### src/rtl/ucode_pkg.sv
package ucode_pkg;

    // Address space of a microcode fetch
    typedef enum logic {
        SPC_ROM   = 1'b0,
        SPC_PATCH = 1'b1
    } space_e;

endpackage

### src/rtl/ucode_rom.sv
// Fixed microcode store: each word carries its own address as payload
// and continues sequentially.
module ucode_rom #(
    parameter int UW  = 32,
    parameter int RAW = 12
) (
    input  logic [RAW-1:0] addr_i,
    output logic [UW-1:0]  word_o
);
    localparam int PLW = UW - 2 - RAW;

    always_comb begin
        word_o = {2'b00, {RAW{1'b0}}, PLW'(addr_i)};
    end
endmodule

### src/rtl/ucode_patch_store.sv
// Writable patch words plus a per-word "written since reset" record.
module ucode_patch_store #(
    parameter int UW    = 32,
    parameter int PAW   = 6,
    parameter int DEPTH = 60
) (
    input  logic           clk_i,
    input  logic           rst_ni,
    input  logic           wr_en_i,
    input  logic [PAW-1:0] wr_idx_i,
    input  logic [UW-1:0]  wr_data_i,
    input  logic [PAW-1:0] rd_idx_i,
    output logic [UW-1:0]  rd_data_o,
    input  logic [PAW-1:0] chk_idx_i,
    output logic           chk_written_o
);
    typedef struct packed {
        logic [DEPTH-1:0][UW-1:0] mem;
        logic [DEPTH-1:0]         done;
    } pst_t;

    pst_t st_d, st_q;

    always_comb begin
        st_d = st_q;
        if (wr_en_i && (int'(wr_idx_i) < DEPTH)) begin
            st_d.mem[wr_idx_i]  = wr_data_i;
            st_d.done[wr_idx_i] = 1'b1;
        end
        rd_data_o     = (int'(rd_idx_i) < DEPTH) ? st_q.mem[rd_idx_i] : '0;
        chk_written_o = (int'(chk_idx_i) < DEPTH) ? st_q.done[chk_idx_i] : 1'b0;
    end

    always_ff @(posedge clk_i or negedge rst_ni) begin
        if (!rst_ni) begin
            st_q <= '0;
        end else begin
            st_q <= st_d;
        end
    end
endmodule

### src/rtl/ucode_match_bank.sv
// Match registers: address compare against read-only fetches with
// lowest-index priority and an arming check on write.
module ucode_match_bank #(
    parameter int RAW    = 12,
    parameter int PAW    = 6,
    parameter int NMATCH = 4,
    localparam int IW    = (NMATCH > 1) ? $clog2(NMATCH) : 1
) (
    input  logic              clk_i,
    input  logic              rst_ni,
    input  logic              wr_en_i,
    input  logic [IW-1:0]     wr_idx_i,
    input  logic              wr_valid_i,
    input  logic [RAW-1:0]    wr_rom_i,
    input  logic [PAW-1:0]    wr_tgt_i,
    input  logic              tgt_ok_i,
    input  logic [NMATCH-1:0] en_i,
    input  logic              look_en_i,
    input  logic [RAW-1:0]    look_addr_i,
    output logic              hit_o,
    output logic [PAW-1:0]    tgt_o
);
    typedef struct packed {
        logic [NMATCH-1:0]          vld;
        logic [NMATCH-1:0][RAW-1:0] rom;
        logic [NMATCH-1:0][PAW-1:0] tgt;
    } mst_t;

    mst_t st_d, st_q;
    logic [NMATCH-1:0] cmp;
    logic [IW-1:0]     win;
    logic              any;

    genvar g;
    generate
        for (g = 0; g < NMATCH; g++) begin : g_cmp
            assign cmp[g] = st_q.vld[g] & en_i[g] & (st_q.rom[g] == look_addr_i);
        end
    endgenerate

    always_comb begin
        win = '0;
        any = 1'b0;
        for (int k = NMATCH - 1; k >= 0; k--) begin
            if (cmp[k]) begin
                any = 1'b1;
                win = IW'(k);
            end
        end
        hit_o = look_en_i & any;
        tgt_o = st_q.tgt[win];
    end

    always_comb begin
        st_d = st_q;
        if (wr_en_i && (int'(wr_idx_i) < NMATCH)) begin
            st_d.vld[wr_idx_i] = wr_valid_i & tgt_ok_i;
            st_d.rom[wr_idx_i] = wr_rom_i;
            st_d.tgt[wr_idx_i] = wr_tgt_i;
        end
    end

    always_ff @(posedge clk_i or negedge rst_ni) begin
        if (!rst_ni) begin
            st_q <= '0;
        end else begin
            st_q <= st_d;
        end
    end
endmodule

### src/rtl/ucode_seq.sv
// Microcode sequencer with match-trap redirection into a patch store.
module ucode_seq
    import ucode_pkg::*;
#(
    parameter int UW     = 32,
    parameter int RAW    = 12,
    parameter int PAW    = 6,
    parameter int DEPTH  = 60,
    parameter int NMATCH = 4
) (
    input  logic              clk_i,
    input  logic              rst_ni,
    input  logic              disp_valid_i,
    input  logic [RAW-1:0]    disp_addr_i,
    input  logic [NMATCH-1:0] match_en_i,
    input  logic              cfg_we_i,
    input  logic [PAW:0]      cfg_addr_i,
    input  logic [UW-1:0]     cfg_wdata_i,
    output logic              uop_valid_o,
    output logic [UW-1:0]     uop_o,
    output logic              upc_space_o,
    output logic [RAW-1:0]    upc_addr_o
);
    localparam int IW      = (NMATCH > 1) ? $clog2(NMATCH) : 1;
    localparam int JMP_BIT = UW - 1;
    localparam int SPC_BIT = UW - 2;
    localparam int MV_BIT  = RAW + PAW;

    typedef struct packed {
        space_e         spc;
        logic [RAW-1:0] addr;
    } upc_t;

    upc_t st_d, st_q;

    logic [UW-1:0]  rom_word;
    logic [UW-1:0]  patch_word;
    logic [UW-1:0]  fetch_word;
    logic           tgt_ok;
    logic           hit;
    logic [PAW-1:0] hit_tgt;
    logic           trap;
    logic           in_rom;
    logic [PAW-1:0] pc_low;
    logic [PAW-1:0] pc_low_inc;

    assign in_rom = (st_q.spc == SPC_ROM);
    assign pc_low = st_q.addr[PAW-1:0];

    ucode_rom #(.UW(UW), .RAW(RAW)) u_rom (
        .addr_i (st_q.addr),
        .word_o (rom_word)
    );

    ucode_patch_store #(.UW(UW), .PAW(PAW), .DEPTH(DEPTH)) u_patch (
        .clk_i         (clk_i),
        .rst_ni        (rst_ni),
        .wr_en_i       (cfg_we_i & ~cfg_addr_i[PAW]),
        .wr_idx_i      (cfg_addr_i[PAW-1:0]),
        .wr_data_i     (cfg_wdata_i),
        .rd_idx_i      (pc_low),
        .rd_data_o     (patch_word),
        .chk_idx_i     (cfg_wdata_i[PAW-1:0]),
        .chk_written_o (tgt_ok)
    );

    ucode_match_bank #(.RAW(RAW), .PAW(PAW), .NMATCH(NMATCH)) u_match (
        .clk_i       (clk_i),
        .rst_ni      (rst_ni),
        .wr_en_i     (cfg_we_i & cfg_addr_i[PAW]),
        .wr_idx_i    (cfg_addr_i[IW-1:0]),
        .wr_valid_i  (cfg_wdata_i[MV_BIT]),
        .wr_rom_i    (cfg_wdata_i[MV_BIT-1:PAW]),
        .wr_tgt_i    (cfg_wdata_i[PAW-1:0]),
        .tgt_ok_i    (tgt_ok),
        .en_i        (match_en_i),
        .look_en_i   (in_rom),
        .look_addr_i (st_q.addr),
        .hit_o       (hit),
        .tgt_o       (hit_tgt)
    );

    always_comb begin
        fetch_word = in_rom ? rom_word : patch_word;
        trap       = in_rom & hit;
        pc_low_inc = (pc_low >= PAW'(DEPTH - 1)) ? '0 : pc_low + 1'b1;

        // default: sequential step in the current space
        st_d = st_q;
        if (in_rom) begin
            st_d.addr = st_q.addr + 1'b1;
        end else begin
            st_d.addr = {{(RAW-PAW){1'b0}}, pc_low_inc};
        end

        if (fetch_word[JMP_BIT]) begin
            st_d.spc = space_e'(fetch_word[SPC_BIT]);
            if (fetch_word[SPC_BIT]) begin
                st_d.addr = {{(RAW-PAW){1'b0}}, fetch_word[SPC_BIT-RAW +: PAW]};
            end else begin
                st_d.addr = fetch_word[SPC_BIT-1 -: RAW];
            end
        end

        if (trap) begin
            st_d.spc  = SPC_PATCH;
            st_d.addr = {{(RAW-PAW){1'b0}}, hit_tgt};
        end

        if (disp_valid_i) begin
            st_d.spc  = SPC_ROM;
            st_d.addr = disp_addr_i;
        end

        uop_valid_o = ~trap;
        uop_o       = trap ? '0 : fetch_word;
        upc_space_o = st_q.spc;
        upc_addr_o  = st_q.addr;
    end

    always_ff @(posedge clk_i or negedge rst_ni) begin
        if (!rst_ni) begin
            st_q <= '{spc: SPC_ROM, addr: '0};
        end else begin
            st_q <= st_d;
        end
    end
endmodule

### config.mk
export PLATFORM = sky130hd
export DESIGN_NAME = ucode_seq
export DESIGN_NICKNAME = d
export VERILOG_FILES = /design/src/rtl/ucode_pkg.sv /design/src/rtl/ucode_rom.sv /design/src/rtl/ucode_patch_store.sv /design/src/rtl/ucode_match_bank.sv /design/src/rtl/ucode_seq.sv
export SDC_FILE = /design/constraint.sdc
export NUM_CORES = 2
export LEC_CHECK = 0
export BUFFER_PORTS_ARGS = -buffer_cell sky130_fd_sc_hd__buf_4
export CORE_MARGIN = 4
export CORE_UTILIZATION = 50
export CTS_CLUSTER_DIAMETER = 30
export DETAILED_ROUTE_END_ITERATION = 8
export PLACE_DENSITY = 0.68
export REMOVE_ABC_BUFFERS = 1
export SETUP_SLACK_MARGIN = 0.02
export SLEW_MARGIN = 25
export SYNTH_ARGS = -nofsm -noshare
export SYNTH_HDL_FRONTEND = slang
export SYNTH_HIERARCHICAL = 1
export SYNTH_SLANG_ARGS = --single-unit
### constraint.sdc
create_clock -name clk_i -period 3.1 [get_ports clk_i]
set_clock_uncertainty 0.05 [all_clocks]
set_input_delay 0.62 -clock clk_i [delete_from_list [all_inputs] [get_ports clk_i]]
set_output_delay 0.62 -clock clk_i [all_outputs]
set_load 0.02 [all_outputs]
### After elaboration in Yosys (flattened, before gate mapping)

Index checks and enable logic that the tools add are counted.

| storage, ports and cells | value |
|---|---|
| logic and storage cells | 148 |
| memories kept | 0 |
| bits of input ports | 59 |
| output and inout bits | 46 |
| memory bits (read-only) | 0 |
| flip-flop bits (word level) | 2069 |
| latch bits | 0 |
| RAM bits | 0 |

| operators by class | value |
|---|---|
| bitwise operators | 17 |
| order comparisons | 11 |
| divide/modulo/power cells | 0 |
| equality and inequality tests | 4 |
| muxes and demuxes | 38 |
| shift operators | 0 |
| multiply operators | 0 |
| add/subtract/negate cells | 2 |
| reductions and logical operators | 4 |

Operators by type and width:

| kind | count |
|---|---|
| 1920-bit bitwise mux | 1 |
| 32-bit binary-select mux with 6-bit select | 1 |
| 32-bit demux with 6-bit select | 1 |
| 32-bit 2-to-1 mux | 5 |
| 60-bit OR | 1 |
| 48-bit bitwise mux | 1 |
| 12-bit equality test | 4 |
| 13-bit 2-to-1 mux | 3 |
| 12-bit 2-to-1 mux | 3 |
| 24-bit bitwise mux | 1 |
| 12-bit demux with 2-bit select | 1 |
| 6-bit by 7-bit < comparator with 1-bit output (second input constant) | 3 |
| 6-bit < comparator (second input constant) | 3 |
| 6-bit 2-to-1 mux | 3 |
| 1-bit bitwise AND | 13 |
| 12-bit by 1-bit adder with 12-bit output (second input constant) | 1 |
| 6-bit binary-select mux with 2-bit select | 1 |
| 6-bit demux with 2-bit select | 1 |
| 1-bit 2-to-1 mux | 8 |
| 2-bit 2-to-1 mux | 4 |
| 6-bit by 1-bit adder with 6-bit output (second input constant) | 1 |
| 1-bit binary-select mux with 6-bit select | 1 |
| 1-bit demux with 6-bit select | 1 |
| 6-bit by 1-bit >= comparator with 1-bit output (second input constant) | 1 |
| 8 further kinds | 13 |

### Depth between registers and ports, before layout

| logic depth | value |
|---|---|
| depth in word-level cells | 10 |
| mapped depth | 15 |
| gate-level depth less buffers | 9 |

### Modules after synthesis

The synthesis kept the hierarchy.

Modules (own cells, without submodules):

| module | seq. area each (um^2) | instances | area an instance (um^2) | cells an instance |
|---|---|---|---|---|
| ucode_patch_store | 49547.5 | 1 | 90222.8 | 5837 |
| ucode_match_bank | 1901.8 | 1 | 3758.6 | 280 |
| ucode_seq | 325.3 | 1 | 1386.3 | 163 |
| ucode_rom | 0.0 | 1 | 244.0 | 33 |

### Worst setup path before layout

OpenSTA, ideal clock, no wires.

| timing path | value |
|---|---|
| path kind | register to output |
| from | reg st_q, in the netlist upc_addr_o[0] |
| to | out uop_o[22] |
| stages on the path, launching flop included | 9 |
| slack | -0.076 ns |
| required time | 2.430 ns |
| arrival time | 2.506 ns |
| cell sequence | dfrtp_1 buf_6 buf_6 buf_2 mux4_2 a22oi_1 a21oi_1 a32o_1 a22o_1 |

| on the way | value |
|---|---|
| elaborated cells between the ends (all ways) | 20 |

RTL lines:

| item | RTL line | source |
|---|---|---|
| from (decl) | ucode_seq.sv:34 | `upc_t st_d, st_q;` |
| from (signal assigned) | ucode_seq.sv:123 | `st_q <= '{spc: SPC_ROM, addr: '0};` |
| from (signal assigned) | ucode_seq.sv:125 | `st_q <= st_d;` |
| 32-bit binary-select mux with 6-bit select | ucode_patch_store.sv:30 | `rd_data_o = (int'(rd_idx_i) < DEPTH) ? st_q.mem[rd_idx_i] : '0;` |
| 32-bit 2-to-1 mux (not written as such) | ucode_patch_store.sv:30 |  |
| 32-bit 2-to-1 mux (*) | ucode_patch_store.sv:30 |  |
| via patch_word[22] | ucode_seq.sv:37 | `logic [UW-1:0] patch_word;` |
| 32-bit 2-to-1 mux (*) | ucode_seq.sv:84 | `fetch_word = in_rom ? rom_word : patch_word;` |
| 32-bit 2-to-1 mux (*) | ucode_seq.sv:116 | `uop_o = trap ? '0 : fetch_word;` |
| to (decl) | ucode_seq.sv:20 | `output logic [UW-1:0] uop_o,` |

Mark *: on every way through the listed nets, which the timed path passes. The rest lies on a longest branch. The select of a mux whose other input is x is not followed.

### Worst setup path in the final report

| timing path | value |
|---|---|
| from | reg st_q, in the netlist upc_addr_o[1] |
| to | out uop_o[11] |

Same word-level chain as after synthesis.

==> flow_summary.yaml <==
route:
  drc: 0
  vias: 61967
  drtPass1Iterations: 7
  post_drt_via_cell_ratio: 6.299
  drt_iter0_markers: 5228
  drt-total-wl_um: 307200
  wl_per_cell_um: 31.23
  ant_nets: 0
clocking:
  clk_pin_slew_ns: 0.05
  clk-insertion-delay-late_ns: 0.99
  cts_tree: "yes"
  cts_buffer_depth: 4
  h-tree-depth: 5
  cts-buffers-inserted: 449
  cts_root_buf: "clkbuf_16"
  cts.sinks: 2069
grt:
  grt_pass1_vias: 65938
  antenna_found_initial: 22
  grt.total_usage_pct: 30.72
  overflow: 0
  grt_start_max_net_pins: 126
  grt_pass1_wl_um: 450200
sta:
  setup_tns_ns: -44.08
  period_share_pct: 145.0
  hold_ws_ns: 0.06966
  maxSlewHeadroom_pct: 35.03
  rsz0062_at_grt: "true"
  slew_viol_final: 0
  fmax_mhz: 222.4
  finalCriticalPeriod_ns: 4.496
  finalSetupViolCount: 46
  hold_viol: 0
  final.setup.worst_slack_ns: -1.396
  tightest_slew_ns: 0.9746
yosys:
  synthArstFlopShare_pct: 100.0
  synthCells: 6313
  synthTopCellsByArea: "dfrtp_1, mux2_2, mux4_2"
  yosys_warnings: 6
  seq_area_frac_synth_pct: 54.15
  synth_seq_cells: 2069
  synth_cell_type_count: 69
  synthFlopType: "dfrtp_1"
  synth_edf_count: 0
  avgSynthCellArea_um2: 15.15
  synth_top_area_share_pct: 54.15
  mappedNetlistArea_mm2: 0.09561
  synth_top_cell_by_area: "dfrtp_1"
die:
  die_area_mm2: 0.1983
  dieHeight_um: 445.3
  core_area_mm2: 0.1902
  pin_count: 105
  die_width_um: 445.3
  initial_core_util_pct: 50.27
  rows: 160
cells_and_area:
  area_growth_pct: 28.97
  finalNonFillerCells: 9837
  finalNetCount: 7007
  num-fill-cells: 13026
  drive_above_1_share_pct: 60.15
pwr:
  p_leak_nw: 57.72
  vdd_ir_drop_max_mv: 0.5790
  pwr_density_cell_mw_per_mm2: 752.7
critical_path:
  worstSetupPathType: "reg2out"
  worstSetupEndpointType: "output port"
  worstPathArrival_ns: 3.83
  path_max_fanout: 17
  start_kind: "flip-flop"
  critPathRequiredTime_ns: 2.43
run_status:
  outcome: "finished with violations"
  violations: "negative setup slack"
placement:
  io_buffer_count: 104
  gp_congestion: 0.8451
  dpl.hpwl_um: 183100
  dp_cells: 8871
  dp_slack_ns: -0.9771
job:
  timing.max_cap.violations: 0
hold_path:
  worstHoldPathType: "in2reg"
## cells in the mapped netlist (35+ instances only)
library cell,count
nor3_1,40
mux4_2,434
buf_2,245
nor2_1,77
clkbuf_1,291
or2_2,45
a22o_1,42
nand2_1,107
a21oi_1,99
o221ai_1,35
buf_6,43
xnor2_1,48
dfrtp_1,2069
mux2_1,68
a22oi_1,94
buf_4,60
mux2i_1,148
nand3_1,62
mux2_2,1997
## critical path: stages (launching register included)
cell and delay [ns]:
dfrtp_4 0.56, buf_16 0.22, buf_4 0.27, mux4_2 0.24
mux2i_1 0.08, o21ai_0 0.44, o21ai_2 0.15, buf_6 0.16
a21oi_1 0.36, a22o_1 0.22, buf_4 0.14
## state kept, by name (all words and copies together), names as in the netlist
| register | flops |
|---|---|
| upc_space_o | 1 |
| upc_addr_o | 12 |
| u_patch/st_q | 1980 |
| u_match/st_q | 76 |
## per-layer routing
| layer | wire [um] | part of all wire, % | track usage, % |
|---|---|---|---|
| met5 | 54 | 0.018 | 0 |
| met4 | 15590 | 5.1 | 14.80 |
| met3 | 23440 | 7.6 | 6.600 |
| met2 | 144500 | 47 | 48.15 |
| met1 | 123600 | 40 | 41.05 |
## cell families after synthesis
family / after synthesis / share of synthesized area [%]
buf+inv: 659 / 3.515
fa+ha+maj: 2 / 0.02617
simple gates: 440 / 2.350
other cells: 1 / 0.003922
xor+xnor: 53 / 0.4933
compound gates: 442 / 3.367
flops: 2069 / 54.15
mux: 2647 / 36.09
## path summary, 6_finish.rpt
| kind | from | endpoint | slack [ns] | depth (start not counted) |
|---|---|---|---|---|
| setup / recovery | upc_addr_o[1]$_DFF_PN0_ | uop_o[11] | -1.40 | 10 |
| hold / removal | disp_addr_i[4] | upc_addr_o[4]$_DFF_PN0_ | 0.07 | 2 |
| setup reg to reg | upc_addr_o[1]$_DFF_PN0_ | upc_addr_o[1]$_DFF_PN0_ | -0.38 | 12 |
| hold reg to reg | u_patch/st_q[40]$_DFFE_PN0P_ | u_patch/st_q[40]$_DFFE_PN0P_ | 0.41 | 1 |
| max in group asynchronous | rst_ni | u_patch/st_q[479]$_DFFE_PN0P_ | 1.52 | 3 |
| min in group asynchronous | rst_ni | u_patch/st_q[1962]$_DFFE_PN0P_ | 0.22 | 2 |
## report_power, final
group          switching, mW  internal, mW  leakage, nW  total (mW)
Clock                   15.2          33.5         7.66        48.7
Combinational           6.75          6.55         22.0        13.3
Sequential              1.37          29.4         28.0        30.8
Total                   23.3          69.5         57.7        92.8
## what timing repair did
item / in CTS / in global routing
resized for setup: 372 / 163
endpoints found under the hold margin: 92 / 1
setup endpoints to repair: 49 / 46
hold buffers: 17 / 1
gates cloned: 15 / 6
pin swaps: 65 / 88
setup buffers: 58 / 51
## layout make-up
cell class | instances | area, um2 | area share, %
clock inverters | 240 | 3059 | 2.481
well taps | 2511 | 3142 | 2.548
clock buffers | 575 | 12610 | 10.22
diodes | 16 | 40.04 | 0.03247
multi-input cells | 3604 | 42640 | 34.57
flip-flops and latches | 2069 | 51800 | 42.00
inverters | 8 | 30.03 | 0.02435
repair buffers | 814 | 10000 | 8.111
## metrics by stage
step                      cell area [um2]  utilization [%]  total power [mW]
after global placement             103600            54.48             42.19
after detailed placement           103600            54.48             42.53
after floorplan                     92350                -             37.62
after CTS                          122200            64.26             92.58
after global routing               123300            64.83             95.60
final                              123300            64.84             92.81
## placed cells by master, fill, tap and decap left out, drive strengths merged, types with 14 or more instances in the layout
cell type	synthesis	final
a221oi	29	29
a32o	17	17
dfrtp	2069	2069
mux2	2065	2065
a211oi	14	14
mux2i	148	148
bufinv	0	61
nand3	62	62
a22oi	94	94
o221ai	35	35
mux4	434	434
o22ai	26	26
diode	0	16
nand2	107	107
a22o	42	42
buf	359	785
dlygate4sd3	0	18
clkbuf	292	580
nand2b	30	30
or2	45	45
conb	1	20
o31ai	14	14
nor3	40	40
clkinv	0	124
xnor2	49	49
o21ai	35	35
nor2	81	81
a21oi	99	99
nor3b	19	19
inv	8	24
clkinvlp	0	39
No activity file was read; power rests on OpenSTA's default activity.
